File: config.mk
export PLATFORM = sky130hd
export DESIGN_NAME = psa_sig_check
export DESIGN_NICKNAME = d
export VERILOG_FILES = /design/src/rtl/psa_sig_check.sv
export SDC_FILE = /design/constraint.sdc
export NUM_CORES = 1
export LEC_CHECK = 0
export BUFFER_PORTS_ARGS = -buffer_cell sky130_fd_sc_hd__buf_2
export CAP_MARGIN = 15
export CORE_MARGIN = 3
export CORE_UTILIZATION = 35
export CTS_BUF_LIST = sky130_fd_sc_hd__clkbuf_4 sky130_fd_sc_hd__clkbuf_8
export CTS_CLUSTER_DIAMETER = 50
export DETAILED_ROUTE_END_ITERATION = 16
export HOLD_SLACK_MARGIN = 0.08
export PLACE_DENSITY = 0.69
export SYNTH_ARGS = -nofsm -noshare
export SYNTH_HDL_FRONTEND = slang
export SYNTH_SLANG_ARGS = --single-unit
export TNS_END_PERCENT = 100
File: constraint.sdc
create_clock -name clk -period 4.5 [get_ports clk]
set_clock_uncertainty 0.15 [all_clocks]
set_input_delay 0.225 -clock clk [delete_from_list [all_inputs] [get_ports clk]]
set_output_delay 0.225 -clock clk [all_outputs]
set_load 0.1 [all_outputs]
File: src/rtl/psa_sig_check.sv
module psa_sig_check #(
  parameter int          W    = 16,
  parameter logic [W-1:0] POLY = 16'h0805
) (
  input  logic         clk,
  input  logic         rst_n,
  input  logic         start_i,
  input  logic [W-1:0] start_addr_i,
  input  logic         erase_i,
  input  logic         word_vld_i,
  input  logic [W-1:0] word_i,
  input  logic         sig_vld_i,
  input  logic [W-1:0] sig_i,
  output logic [W-1:0] sig_o,
  output logic         match_o,
  output logic         done_o
);

  localparam logic [W-1:0] ONES = '1;
  localparam logic [W-1:0] TWO  = W'(2);

  logic [W-1:0] sig_q;
  logic         armed_q;
  logic         erase_q;
  logic         match_q;
  logic         done_q;

  function automatic logic [W-1:0] fold(input logic [W-1:0] s, input logic [W-1:0] d);
    logic [W-1:0] t;
    if (s[W-1]) begin
      t = (s ^ POLY) << 1;
      t[0] = 1'b1;
    end else begin
      t = s << 1;
    end
    return t ^ d;
  endfunction

  wire [W-1:0] mixin   = erase_q ? ONES : word_i;
  wire         take_wd = armed_q && word_vld_i && !sig_vld_i;
  wire         take_sg = armed_q && sig_vld_i;

  always_ff @(posedge clk or negedge rst_n) begin
    if (!rst_n) begin
      sig_q   <= '0;
      armed_q <= 1'b0;
      erase_q <= 1'b0;
      match_q <= 1'b0;
      done_q  <= 1'b0;
    end else if (start_i) begin
      sig_q   <= start_addr_i - TWO;
      armed_q <= 1'b1;
      erase_q <= erase_i;
      match_q <= 1'b0;
      done_q  <= 1'b0;
    end else begin
      done_q <= take_sg;
      if (take_sg) begin
        match_q <= (sig_i == sig_q);
        armed_q <= 1'b0;
      end else if (take_wd) begin
        sig_q <= fold(sig_q, mixin);
      end
    end
  end

  assign sig_o   = sig_q;
  assign match_o = match_q;
  assign done_o  = done_q;

endmodule


After elaboration in Yosys (flattened, before gate mapping):

Cells that the tools add are included.

* $add $sub $neg: 1
* multipliers: 0
* divide/modulo/power cells: 0
* $lt $le $gt $ge: 0
* equal/unequal tests: 2
* shifts and indexed selects: 0
* mux-type cells: 13
* bitwise logic cells: 2
* reduce and logical (&&, ||, !) cells: 7

Operators by type and width (count)
* $mux 16: 7
* $eq 16x16->1: 1
* $sub 16x2->16 const B: 1
* $xor 16x16->16: 1
* $mux 13: 1
* $mux 1: 5
* $reduce_bool 2->1: 2
* $logic_and 1x1->1: 3
* $not 3->3: 1
* $ne 2x2->1 const B: 1
* $reduce_and 2->1: 1
* $logic_not 1->1: 1

* register bits after elaboration: 20
* latch bits: 0
* bits in writable memories: 0
* bits in read-only memories: 0
* input bits: 54
* output and inout port bits: 18
* word-level logic and storage cells: 30
* memories kept: 0

Longest topological paths before layout:

* depth after elaboration: 9
* gate-level depth with buffers: 6
* mapped depth without buffers: 6

Least setup slack after synthesis:

OpenSTA, ideal clock, no wires.

* kind: register to register
* start point: register sig_q[15] (netlist: sig_o[15])
* end point: register sig_q[1] (netlist: sig_o[1])
* setup time: 0.125 ns
* arrival time: 1.865 ns
* data required time: 4.225 ns
* path slack: 2.360 ns
* stages on the path, launching flop included: 6
* buffers on the path: 1
* period minus slack after synthesis: 2.140 ns
* cell sequence: dfrtp_1 clkbuf_1 xnor2_1 xnor2_1 o21ai_0 mux2_2

* word-level cells in the longest chain between the ends: 8

RTL lines
* start: declaration: RTL line 22 `logic [W-1:0] sig_q;`
* start signal: assignment: RTL line 51 `sig_q <= start_addr_i - TWO;`
* start signal: assignment: RTL line 62 `sig_q <= fold(sig_q, mixin);`
* $mux 13: RTL line 30 `if (s[W-1]) begin`
* $mux 16: RTL line 61 `end else if (take_wd) begin`
* $mux 16: RTL line 58 `if (take_sg) begin`
* $mux 16: RTL line 50 `end else if (start_i) begin`
* $xor 16x16->16: RTL line 36 `return t ^ d;`
* $mux 16: RTL line 61
* $mux 16: RTL line 58
* $mux 16: RTL line 50

Every way passes these cells. The select of a mux whose other input is x is not followed.
A chain may end at the register's enable or synchronous reset.

Worst setup path after layout:

* start point: register armed_q
* end point: register sig_q[8] (netlist: sig_o[8])

* word-level cells in the longest chain between the ends: 4
* elaborated cells on any way between the ends: 6
* those cells by class: eq/ne (1); reduce/logical (5)

RTL lines
* start: declaration: RTL line 23 `logic armed_q;`
* start signal: assignment: RTL line 46 `armed_q <= 1'b0;`
* start signal: assignment: RTL line 52 `armed_q <= 1'b1;`
* start signal: assignment: RTL line 60 `armed_q <= 1'b0;`
* $logic_and 1x1->1 (2 in a row): RTL line 40 `wire take_wd = armed_q && word_vld_i && !sig_vld_i;`
* $reduce_bool 2->1 (no line)
* $reduce_and 2->1 (no line) (*)

Mark *: on every way between the ends. The rest lies on a longest branch, timed or not.

==> impl.org <==
** STA
- At the pin with the least slew margin, the transition time is 1090 ps.
- Setup repair after global routing left no endpoint under its margin.
- Fin. Hold Viols :: 0
- The worst path in the final design needs a cycle of 2050 ps, including I/O delays and setup.
- Max-slew violation total from the final report :: 0
- Period utilization :: 45.6%
- Top achievable clock speed :: 488 MHz
- After routing, the total negative slack on setup checks comes to 0 ps.
- Endpoints failing setup :: 0
- Measured against its own limit, the worst slew margin works out to 27.2%.

** Floorplan
- The floorplan step defined a core boundary enclosing 0.00412 mm^2.
- Placement row count :: 23
- I/O pin cnt :: 72
- The die is 72.4 um wide.
- Initial cell density of the core :: 37.5%
- The die covers 0.00524 mm^2.
- The die is 72.4 um tall.

** Setup path
- Count of buffering cells on the critical path with inverters included :: 0
- The cell family contributing the most delay on the critical path is simple AND/OR/NAND/NOR gates.
- Arrival time reported for the critical path endpoint :: 2010 ps
- Ordered list of cells on the worst path :: nand3b_1 -> nor3_1 -> a211oi_1 -> a31oi_1
- Highest cell delay on the worst timing path :: 810 ps
- Data on the critical path is required at its endpoint by 4460 ps.
- Reg2reg path depth :: 4
- The worst setup path is captured at a flip-flop.
- The critical path is of the flip-flop to flip-flop type.
- Of all nets on the critical path, the largest fanout is 31.
- Cell with the largest stage delay on the worst path :: sky130_fd_sc_hd__nand3b_1
- Type of origin of the critical path :: flip-flop
- Levels on crit path :: 4

** Placed design
- DP Wirelength :: 3260 um
- Routability-driven placement finished with a final weighted congestion of 0.827.
- IO Port Bufs :: 71

** Layout
- In the final design database the tool counted 303 nets.
- Compared with the post-synthesis result, the final layout area differs by 29.6%.
- Of the cells placed in the final design, the portion with a size suffix greater than 1 is 33.2%.
- The number of antenna diodes in the final layout is 0.

** Yosys
- The synthesized design contains 20 register bits.
- Area share of the leading cell type in the synthesized netlist :: 32.4%
- After technology mapping, the gate count stands at 181.
- Post-synthesis cell area :: 0.00154 mm^2
- The netlist uses 32 different library cells.
- Synth Net Count :: 236
- Post-synthesis sequential area ratio :: 32.4%
- sky130_fd_sc_hd__dfrtp_1 takes more of the synthesized area than any other cell.
- For this run, the number of Yosys warnings is 0.
- Synth top area cells :: sky130_fd_sc_hd__dfrtp_1, sky130_fd_sc_hd__xor2_1, sky130_fd_sc_hd__nor3_1
- Synthesized area divided by synthesized cell count :: 8.52 um^2

** CTS
- Buffers added to address setup during post-CTS repair amount to 0.
- # clock sinks :: 20
- CTS H-tree lvls :: 1
- Clock-pin slew reported for the worst setup and hold paths after clock tree synthesis :: 70 ps
- TritonCTS built the clock tree.
- The root buffer cell chosen for the clock tree is sky130_fd_sc_hd__clkbuf_8.
- The number of clock buffers added by TritonCTS is 3.
- Clk Latency, worst-skew pair :: 250 ps
- Buffers from clock root to sink, at most :: 2

** Drt
- Before antenna repair, the detailed router went through 4 iterations.
- After detailed routing, the number of remaining DRC violations is 0.
- The detail route stage leaves a number of antenna-violating nets equal to 0.
- In the final routed layout, each cell accounts on average for 14.2 um.
- Final WL :: 4230 um
- Using the TritonRoute via totals, the vias-per-cell ratio works out to 5.19.
- The first routing iteration left 74 violations.
- Summing over every cut layer, the via total after detailed routing is 1,540.

** Power and ir drop
- Combinational cells account for 44.0% of the total power.
- Clk network pwr share :: 20.6%
- Internal power :: 0.361 mW
- In this run switching power makes up 45.5% of total power.
- The analysis attributes to cell leakage a power of 0.858 nW.
- Summed over all nets, the switching power comes to 0.302 mW.
- Across the VDD grid, the largest voltage drop is 0.110 mV.
- Power per cell area :: 331 mW/mm^2
- Share of total power in sequential cells :: 35.3%
- Final Power :: 0.663 mW

** Flow run
- Max-cap violations in this run came to 0.

** Global routing
- In the global route stage, met1 resource usage came out at 23.5%.
- The via count of the first global-routing pass came to 1,383.
- Entering global routing, the biggest net connects 34 pins.
- The initial antenna violation count was 0.
- Most crowded layer after global routing :: met2
- GR Layer Usage met2 :: 26.3%
- GRT Overall Usage :: 16.6%
- Global-route wire length before repair :: 6870 um
- Aggregate global routing overflow :: 0
- For this run, global-route usage on met3 was measured as 3.19%.

** Run status
- The flow ran to the end, and the final reports show no timing, DRC or antenna violations.

** Min path
- The min-delay analysis places its worst path in the category primary input to flip-flop.
- Counting instances, the worst hold path has a depth of 3.
[tightest hold or removal path: cells and delay by family]
family	cells	cell delay, ps
simple gates	2	120
buf+inv	1	110
[cell usage after synthesis]
master                      n
sky130_fd_sc_hd__o31ai_1    1
sky130_fd_sc_hd__mux2i_1    1
sky130_fd_sc_hd__clkbuf_1   8
sky130_fd_sc_hd__buf_2      1
sky130_fd_sc_hd__nand4b_1   1
sky130_fd_sc_hd__o41ai_1    1
sky130_fd_sc_hd__dfrtp_1   20
sky130_fd_sc_hd__nand3_1    2
sky130_fd_sc_hd__nor3b_1    1
sky130_fd_sc_hd__nand3_2    1
sky130_fd_sc_hd__a21oi_1    9
sky130_fd_sc_hd__nor4_2     1
sky130_fd_sc_hd__xnor2_1   10
sky130_fd_sc_hd__nor3b_2    1
sky130_fd_sc_hd__ha_1       1
sky130_fd_sc_hd__a31oi_1    3
sky130_fd_sc_hd__nand3b_1   2
sky130_fd_sc_hd__nand4_1    2
sky130_fd_sc_hd__a21o_1     1
sky130_fd_sc_hd__inv_1      3
sky130_fd_sc_hd__xor2_1    23
sky130_fd_sc_hd__buf_1      3
sky130_fd_sc_hd__nor3_1    27
sky130_fd_sc_hd__o21ai_0    6
sky130_fd_sc_hd__nor4_1     4
sky130_fd_sc_hd__mux2_2     4
sky130_fd_sc_hd__o21a_1    12
sky130_fd_sc_hd__or4_1      1
sky130_fd_sc_hd__a211oi_1  12
sky130_fd_sc_hd__nand2_1    9
sky130_fd_sc_hd__nor2_1     9
sky130_fd_sc_hd__or3_1      1
[final cells by class]
type / instances / area, um^2
inverter: 3 / 11.3
clock buffer: 4 / 55.1
multi-input combinational: 146 / 985
timing repair buffer: 74 / 385
tap: 50 / 62.6
sequential: 20 / 500
fill: 394 / 2120
[final timing paths]
check / start / to / slack [ps]
max in group asynchronous: rst_n / sig_o[8]$_DFFE_PN0P_ / 3590
min in group asynchronous: rst_n / armed_q$_DFFE_PN0P_ / 290
min: sig_vld_i / done_o$_DFF_PN0_ / 90
max reg2reg: armed_q$_DFFE_PN0P_ / sig_o[8]$_DFFE_PN0P_ / 2450
min reg2reg: match_o$_DFFE_PN0P_ / match_o$_DFFE_PN0P_ / 370
max: armed_q$_DFFE_PN0P_ / sig_o[8]$_DFFE_PN0P_ / 2450
[what timing repair did]
item                      in CTS  in global routing
hold buffers                   3                  0
gates resized for setup        0                  0
hold endpoints to repair      22                  0
[registers in the layout (all words and copies together) (netlist names)]
signal / count
match_o: 1
armed_q: 1
sig_o: 16
erase_q: 1
done_o: 1
[metrics by stage]
stage	hold WS [ps]	cell area (um^2)	setup slack (ps)	std cells	utilization, %
2_1_floorplan	-221	1540	2360	181	-
3_3_place_gp	46.0	1910	2420	290	46.5
3_5_place_dp	47.5	1910	2420	290	46.5
4_1_cts	83.3	2000	2440	297	48.6
5_1_grt	103	2000	2140	297	48.6
6_report	88.9	2000	2450	297	48.6
[routing by layer]
layer	vias up	wire length, um	part of all wire [%]
met4	0	0	0
met2	60	2000	47
met3	0	315	7.5
li1	792	-	-
met1	688	1910	45
met5	-	0	0
[cell families after synthesis]
kind of cell               share of synthesized area, %
xor gates and xnor gates                           18.7
DFF                                                32.4
adders and majority gates                         0.811
muxes                                              3.57
buffers and inverters                              3.73
AOI/OAI and AO/OA                                  19.3
and+or+nand+nor                                    21.4
[layout by cell type, fill, tap and decap left out]
| master | count |
|---|---|
| sky130_fd_sc_hd__dlygate4sd3_1 | 3 |
| sky130_fd_sc_hd__mux2i_1 | 1 |
| sky130_fd_sc_hd__nor4_1 | 4 |
| sky130_fd_sc_hd__nor3b_2 | 1 |
| sky130_fd_sc_hd__nand3b_1 | 2 |
| sky130_fd_sc_hd__nand3_1 | 2 |
| sky130_fd_sc_hd__nand2_1 | 9 |
| sky130_fd_sc_hd__dfrtp_1 | 20 |
| sky130_fd_sc_hd__a21o_1 | 1 |
| sky130_fd_sc_hd__a21oi_1 | 9 |
| sky130_fd_sc_hd__o31ai_1 | 1 |
| sky130_fd_sc_hd__xor2_1 | 23 |
| sky130_fd_sc_hd__inv_1 | 3 |
| sky130_fd_sc_hd__nand4b_1 | 1 |
| sky130_fd_sc_hd__nand4_1 | 2 |
| sky130_fd_sc_hd__nor3_1 | 27 |
| sky130_fd_sc_hd__mux2_2 | 4 |
| sky130_fd_sc_hd__xnor2_1 | 10 |
| sky130_fd_sc_hd__buf_2 | 71 |
| sky130_fd_sc_hd__nor3b_1 | 1 |
| sky130_fd_sc_hd__a211oi_1 | 12 |
| sky130_fd_sc_hd__a31oi_1 | 3 |
| sky130_fd_sc_hd__or4_1 | 1 |
| sky130_fd_sc_hd__ha_1 | 1 |
| sky130_fd_sc_hd__clkbuf_8 | 4 |
| sky130_fd_sc_hd__o41ai_1 | 1 |
| sky130_fd_sc_hd__o21ai_0 | 6 |
| sky130_fd_sc_hd__nor4_2 | 1 |
| sky130_fd_sc_hd__nor2_1 | 9 |
| sky130_fd_sc_hd__nand3_2 | 1 |
| sky130_fd_sc_hd__o21a_1 | 12 |
| sky130_fd_sc_hd__or3_1 | 1 |
[power by group through the flow]
stage	Combinational (mW)	Sequential (mW)	Clock, mW
after floorplan	0.0982	0.354	0
after global placement	0.289	0.237	0
after detailed placement	0.290	0.238	0
after CTS	0.294	0.234	0.140
after global routing	0.311	0.239	0.153
final	0.292	0.234	0.137
No activity file was read; power rests on OpenSTA's default activity.
